===== src/rtl/ata_xfer_pkg.sv =====
// Shared types for the ATA transfer sequencer.
// Assumes: opcode decoding yields one transfer kind plus an addressing width.
package ata_xfer_pkg;
    typedef enum logic [2:0] {
        XK_NONE,
        XK_PIO,
        XK_MULT,
        XK_DMA,
        XK_VERIFY
    } xfer_kind_t;

    typedef struct packed {
        xfer_kind_t kind;
        logic       ext48;
    } cmd_info_t;

    typedef enum logic [1:0] {
        ST_IDLE,
        ST_CHECK,
        ST_XFER
    } seq_state_t;
endpackage


===== src/rtl/ata_cmd_decode.sv =====
// Maps an opcode to its transfer kind and addressing width.
// Assumes: unknown opcodes and NOP yield XK_NONE, which the sequencer aborts.
module ata_cmd_decode
    import ata_xfer_pkg::*;
(
    input  logic [7:0] op,
    output cmd_info_t  info
);
    // Purpose: opcode table lookup.
    always_comb begin
        info = '{kind: XK_NONE, ext48: 1'b0};
        case (op)
            8'h20, 8'h21, 8'h30, 8'h31: info = '{kind: XK_PIO,    ext48: 1'b0};
            8'h24, 8'h34:               info = '{kind: XK_PIO,    ext48: 1'b1};
            8'hC4, 8'hC5:               info = '{kind: XK_MULT,   ext48: 1'b0};
            8'h29, 8'h39:               info = '{kind: XK_MULT,   ext48: 1'b1};
            8'hC8, 8'hC9, 8'hCA, 8'hCB: info = '{kind: XK_DMA,    ext48: 1'b0};
            8'h25, 8'h35:               info = '{kind: XK_DMA,    ext48: 1'b1};
            8'h40, 8'h41:               info = '{kind: XK_VERIFY, ext48: 1'b0};
            8'h42:                      info = '{kind: XK_VERIFY, ext48: 1'b1};
            default:                    info = '{kind: XK_NONE,   ext48: 1'b0};
        endcase
    end
endmodule


===== src/rtl/ata_len_calc.sv =====
// Expands the count field into a sector total, applying the zero convention
// of the addressing width.
// Assumes: LEN_W = CNT_W + 1 so that the largest total fits.
module ata_len_calc #(
    parameter int CNT_W   = 16,
    parameter int SHORT_W = 8,
    parameter int LEN_W   = CNT_W + 1
) (
    input  logic [CNT_W-1:0] cnt,
    input  logic             ext48,
    output logic [LEN_W-1:0] len
);
    localparam logic [LEN_W-1:0] SHORT_MAX = LEN_W'(1) << SHORT_W;
    localparam logic [LEN_W-1:0] LONG_MAX  = LEN_W'(1) << CNT_W;

    // Purpose: choose the field width and map zero to the maximum.
    always_comb begin
        if (ext48) begin
            len = (cnt == '0) ? LONG_MAX : LEN_W'(cnt);
        end else begin
            len = (cnt[SHORT_W-1:0] == '0) ? SHORT_MAX : LEN_W'(cnt[SHORT_W-1:0]);
        end
    end
endmodule


===== src/rtl/ata_range_chk.sv =====
// Flags an access whose last sector lies above the ceiling.
// Assumes: len is at least 1, so the end address never underflows.
module ata_range_chk #(
    parameter int LBA_W       = 48,
    parameter int SHORT_LBA_W = 28,
    parameter int LEN_W       = 17
) (
    input  logic [LBA_W-1:0] lba,
    input  logic             ext48,
    input  logic [LEN_W-1:0] len,
    input  logic [LBA_W-1:0] max_lba,
    input  logic             max_en,
    output logic             over
);
    logic [LBA_W-1:0] lba_eff;
    logic [LBA_W:0]   last_addr;

    // Purpose: mask short addresses and compare the last sector to the ceiling.
    always_comb begin
        lba_eff   = ext48 ? lba : {{(LBA_W-SHORT_LBA_W){1'b0}}, lba[SHORT_LBA_W-1:0]};
        last_addr = {1'b0, lba_eff} + (LBA_W+1)'(len) - (LBA_W+1)'(1);
        over      = max_en && (last_addr > {1'b0, max_lba});
    end
endmodule


===== src/rtl/ata_xfer_seq.sv =====
// Top of the ATA transfer sequencer: accepts a command, checks it, then steps
// sectors while emitting DRQ, sector, interrupt and completion pulses.
// Assumes: command inputs are held stable until done_o; mult_cnt of zero
// means no set-multiple has succeeded.
module ata_xfer_seq
    import ata_xfer_pkg::*;
#(
    parameter int          LBA_W       = 48,
    parameter int          CNT_W       = 16,
    parameter int          SHORT_W     = 8,
    parameter int          SHORT_LBA_W = 28,
    parameter int          MULT_W      = 8,
    parameter logic [15:0] IDENT_MULT  = 16'h8010
) (
    input  logic              clk,
    input  logic              rst_n,
    input  logic              cmd_valid,
    input  logic [7:0]        cmd_op,
    input  logic [CNT_W-1:0]  cmd_cnt,
    input  logic [LBA_W-1:0]  cmd_lba,
    input  logic [MULT_W-1:0] mult_cnt,
    input  logic [LBA_W-1:0]  max_lba,
    input  logic              max_en,
    input  logic              data_rdy,
    output logic              busy_o,
    output logic              drq_o,
    output logic              sect_o,
    output logic              intr_o,
    output logic              idnf_o,
    output logic              abort_o,
    output logic              done_o
);
    localparam int LEN_W = CNT_W + 1;
    localparam logic [MULT_W-1:0] DFLT_MULT = IDENT_MULT[MULT_W-1:0];

    cmd_info_t        info;
    logic [LEN_W-1:0] len;
    logic             over;
    logic [LEN_W-1:0] blk_sel;

    seq_state_t       st;
    xfer_kind_t       kind_q;
    logic             over_q;
    logic [LEN_W-1:0] remain_q;
    logic [LEN_W-1:0] blk_len_q;
    logic [LEN_W-1:0] blk_left_q;
    logic             drq_q, sect_q, intr_q, idnf_q, abort_q, done_q;

    ata_cmd_decode u_dec (
        .op   (cmd_op),
        .info (info)
    );

    ata_len_calc #(.CNT_W(CNT_W), .SHORT_W(SHORT_W), .LEN_W(LEN_W)) u_len (
        .cnt   (cmd_cnt),
        .ext48 (info.ext48),
        .len   (len)
    );

    ata_range_chk #(.LBA_W(LBA_W), .SHORT_LBA_W(SHORT_LBA_W), .LEN_W(LEN_W)) u_rng (
        .lba     (cmd_lba),
        .ext48   (info.ext48),
        .len     (len),
        .max_lba (max_lba),
        .max_en  (max_en),
        .over    (over)
    );

    // Purpose: pick the interrupt block length for the decoded kind.
    always_comb begin
        case (info.kind)
            XK_PIO:  blk_sel = LEN_W'(1);
            XK_MULT: blk_sel = (mult_cnt != '0) ? LEN_W'(mult_cnt) : LEN_W'(DFLT_MULT);
            default: blk_sel = len;
        endcase
    end

    logic adv, last, blk_end;

    // Purpose: decide whether the current cycle steps a sector and where it falls.
    always_comb begin
        adv     = (st == ST_XFER) && ((kind_q == XK_VERIFY) || data_rdy);
        last    = (remain_q == LEN_W'(1));
        blk_end = last || (blk_left_q == LEN_W'(1));
    end

    // Purpose: command state machine, sector counters and output pulses.
    always_ff @(posedge clk) begin
        if (!rst_n) begin
            st         <= ST_IDLE;
            kind_q     <= XK_NONE;
            over_q     <= 1'b0;
            remain_q   <= '0;
            blk_len_q  <= '0;
            blk_left_q <= '0;
            drq_q      <= 1'b0;
            sect_q     <= 1'b0;
            intr_q     <= 1'b0;
            idnf_q     <= 1'b0;
            abort_q    <= 1'b0;
            done_q     <= 1'b0;
        end else begin
            drq_q   <= 1'b0;
            sect_q  <= 1'b0;
            intr_q  <= 1'b0;
            idnf_q  <= 1'b0;
            abort_q <= 1'b0;
            done_q  <= 1'b0;
            case (st)
                ST_IDLE: begin
                    if (cmd_valid) begin
                        kind_q     <= info.kind;
                        over_q     <= over;
                        remain_q   <= len;
                        blk_len_q  <= blk_sel;
                        blk_left_q <= blk_sel;
                        st         <= ST_CHECK;
                    end
                end
                ST_CHECK: begin
                    if (kind_q == XK_NONE) begin
                        abort_q <= 1'b1;
                        intr_q  <= 1'b1;
                        done_q  <= 1'b1;
                        st      <= ST_IDLE;
                    end else if (over_q) begin
                        idnf_q <= 1'b1;
                        intr_q <= 1'b1;
                        done_q <= 1'b1;
                        st     <= ST_IDLE;
                    end else begin
                        drq_q <= (kind_q != XK_VERIFY);
                        st    <= ST_XFER;
                    end
                end
                ST_XFER: begin
                    if (adv) begin
                        sect_q     <= 1'b1;
                        remain_q   <= remain_q - LEN_W'(1);
                        blk_left_q <= blk_end ? blk_len_q : blk_left_q - LEN_W'(1);
                        intr_q     <= blk_end;
                        if (last) begin
                            done_q <= 1'b1;
                            st     <= ST_IDLE;
                        end else if (blk_end && (kind_q != XK_VERIFY)) begin
                            drq_q <= 1'b1;
                        end
                    end
                end
                default: st <= ST_IDLE;
            endcase
        end
    end

    assign busy_o  = (st != ST_IDLE);
    assign drq_o   = drq_q;
    assign sect_o  = sect_q;
    assign intr_o  = intr_q;
    assign idnf_o  = idnf_q;
    assign abort_o = abort_q;
    assign done_o  = done_q;
endmodule


===== config.mk =====
export PLATFORM = sky130hd
export DESIGN_NAME = ata_xfer_seq
export DESIGN_NICKNAME = d
export VERILOG_FILES = /design/src/rtl/ata_xfer_pkg.sv /design/src/rtl/ata_cmd_decode.sv /design/src/rtl/ata_len_calc.sv /design/src/rtl/ata_range_chk.sv /design/src/rtl/ata_xfer_seq.sv
export SDC_FILE = /design/constraint.sdc
export NUM_CORES = 1
export LEC_CHECK = 0
export ABC_AREA = 1
export CAP_MARGIN = 30
export CORE_ASPECT_RATIO = 1.75
export CORE_MARGIN = 5
export CORE_UTILIZATION = 57
export DETAILED_ROUTE_END_ITERATION = 10
export PLACE_DENSITY = 0.8
export SLEW_MARGIN = 20
export SYNTH_ARGS = -nofsm -noshare
export SYNTH_HDL_FRONTEND = slang
export SYNTH_HIERARCHICAL = 1
export SYNTH_SLANG_ARGS = --single-unit
export TNS_END_PERCENT = 50

===== constraint.sdc =====
create_clock -name clk -period 5.39 [get_ports clk]
set_input_delay 1.078 -clock clk [delete_from_list [all_inputs] [get_ports clk]]
set_output_delay 1.078 -clock clk [all_outputs]
set_load 0.05 [all_outputs]

==> metrics <==
Final nets=2,212; DP Worst Slack=-0.555 ns; CP required=5.59 ns; Synth Area per Inst=5.76 µm²; total CTS buffers=9; main flop type after synthesis=dfxtp_1; core area=0.0164 mm²; synthesis warning total=6; Detailed Route WL=39.3 mm; Post-synth EDFFs=0; RR Startpoint=st[0]; worst skew pair latency=0.34 ns; Initial Util=57.7%; CP max FO=3; synth cell count leaders=403 x nand2_1, 303 x inv_1, 195 x nor2_1, 137 x a21oi_1, 119 x ha_1; count of final setup violators=1; largest stage delay on the critical path=0.54 ns; WL/cell=18.0 µm; Worst setup EP type=flop; Power Density=302 mW/mm²; Clock Tree Buf Depth=2; Net Count, Synth=1,895; die width=107 µm; vias in the first global route=12,000; Final ANT Viol Nets=0; hpwl dp=29.4 mm; antenna cells=0; DRC violations left=0; Hold Path Class=reg -> reg; grt total ovfl=0; num rows=62; Initial DRC Count=869; post-synthesis xor/xnor area fraction=4.82%; most common cell in the netlist=nand2_1; min Tclk post-route=5.40 ns; mapped cell area=0.00945 mm²; failing checks=negative setup slack; crit start category=primary input; drt via density=5.65; Worst-Margin Slew=0.724 ns; cts hold-fix bufs=0; CTS tree=built; area leader, netlist=nand2_1; Clock transition at path regs=0.06 ns; CP most frequent cell=nor2_1; max-slew violation count=0; Setup TNS=-0.0105 ns; post-route design area=0.0136 mm²; Seq cells post-synth=63; first-pass GRT wire length=55.4 mm; I/O pins=140; placed cell areas=0.0123 mm²; WP data arrival=5.60 ns; die height=180 µm; MaxCap Viol Count=0; largest family of logic cells by synthesized area=simple AND/OR/NAND/NOR gates; Cells after Synth=1,642; fillers=1,149; CTS Sinks=63; share of the synthesized area in the top cell type=16.0%; adder-cell area share of the yosys netlist=16.0%; CP max-delay cell=or4_1; area grow syn2layout=43.7%; fmax=0.185 GHz; die area=0.0194 mm²; Post-synth ARST share=0%; post-synthesis mux area share=0%; maximum vdd ir drop=245 µV; hold path start=remain_q[16]; Worst setup startpoint=cmd_cnt[14]; Leak Pwr=7.13 nW; outcome=complete, but fails checks; simple-gate share of the synthesized area=33.6%; Setup CP Type=in -> reg; Cell variety after synth=52; vias=12,400; final worst slack=-0.0105 ns; largest net degree at the start of global routing=46; post-synthesis compound-gate area fraction=17.1%; Layout Skew=0.00568 ns; GRT Overall Usage=36.1%; Synth area leaders=nand2_1 16%, ha_1 16%, dfxtp_1 13%; PortBufs=139; initial antenna violation count=0; sequential area share after synthesis=13.3%; layout cells sized above 1=22.3%; DR pass1 iterations=6; CTS H-tree depth=3; max_slew headroom=51.4%; gpl congestion=1.08; clock root cell=clkbuf_16; post-layout util=82.9%; Final Hold Vio Count=0; Tcrit/Tclk final=100%
-- layout make-up --
cell class | instances | area, µm² | share of cell area [%]
tap | 224 | 280 | 2.06
sequential | 63 | 1260 | 9.29
inverter | 328 | 1230 | 9.09
multi-input combinational | 1216 | 7530 | 55.5
timing repair buffer | 341 | 2950 | 21.7
clock buffer | 9 | 225 | 1.66
clock inverter | 7 | 97.6 | 0.719
-- cells by family (layout without fill, tap and decap cells) --
group / after synthesis / after routing
AND/OR/NAND/NOR: 753 / 754
buffers and inverters: 364 / 685
AO/OA/AOI/OAI: 290 / 290
adder cells (fa/ha/maj): 120 / 120
flip-flops: 63 / 63
XOR/XNOR: 52 / 52
-- layer usage --
layer / track usage [%] / up-vias / wire, µm
li1: - / 5831 / -
met1: 29.9 / 5568 / 12100
met2: 69.9 / 674 / 20400
met3: 2.98 / 279 / 2130
met4: 35.7 / 0 / 4730
met5: 0 / - / 0
-- path summary, 6_finish.rpt --
path | cells after the start | endpoint | slack [ns]
setup reg to reg | 9 | remain_q[10] | 2.83
hold / removal | 2 | remain_q[16] | 0.51
setup / recovery | 31 | over_q | -0.01
hold reg to reg | 2 | remain_q[16] | 0.51
-- per-stage QoR --
step	std cells	hold WS (ns)	power (mW)
after floorplan	1642	0.447	2.43
after global placement	2156	0.466	3.13
after detailed placement	2157	0.464	3.21
after CTS	2179	0.471	3.89
after global routing	2188	0.519	4.38
final	2188	0.509	4.10
-- report_power, final --
part | internal, mW | leakage, nW | switching, mW | total (mW)
combinational | 1.01 | 6.47 | 1.73 | 2.74
sequential | 0.605 | 0.517 | 0.122 | 0.727
clock | 0.405 | 0.152 | 0.228 | 0.633
-- state kept, by name, summed over array words and instances (netlist names) --
register,flops
idnf_o,1
kind_q,3
over_q,1
blk_len_q,17
abort_o,1
remain_q,17
intr_o,1
st,2
sect_o,1
blk_left_q,17
done_o,1
drq_o,1
-- critical path, delay by kind of cell --
kind            cells  cell delay [ns]
fa+ha+maj           3             0.79
compound gates      4             0.32
xor+xnor            1             0.16
buf+inv             5             0.79
simple gates       18             2.45
-- what timing repair did --
item | 4_1_cts | 5_1_grt
setup endpoints to repair | 1 | 1
buffers inserted | 5 | 11
gates cloned | 1 | 0
pin swaps | 25 | 73
gates resized for setup | 51 | 146
-- placed cells by master, fill, tap and decap left out, drive strengths merged, types with 4 or more instances in the layout --
master         instances
dfxtp                 63
clkdlybuf4s50        131
nand3                 74
a21oi                145
xnor2                 19
o21bai                 9
o211ai                 6
nor2                 215
nand2                417
a21o                   8
o21ai                 97
clkinv                 5
clkbuf                11
nand4                 15
inv                  326
a31oi                 14
buf                  202
xor2                  33
dlymetal6s2s           4
and3                   5
nor4                   7
ha                   119
nor3                  13
(Power assumes the default switching activity.)
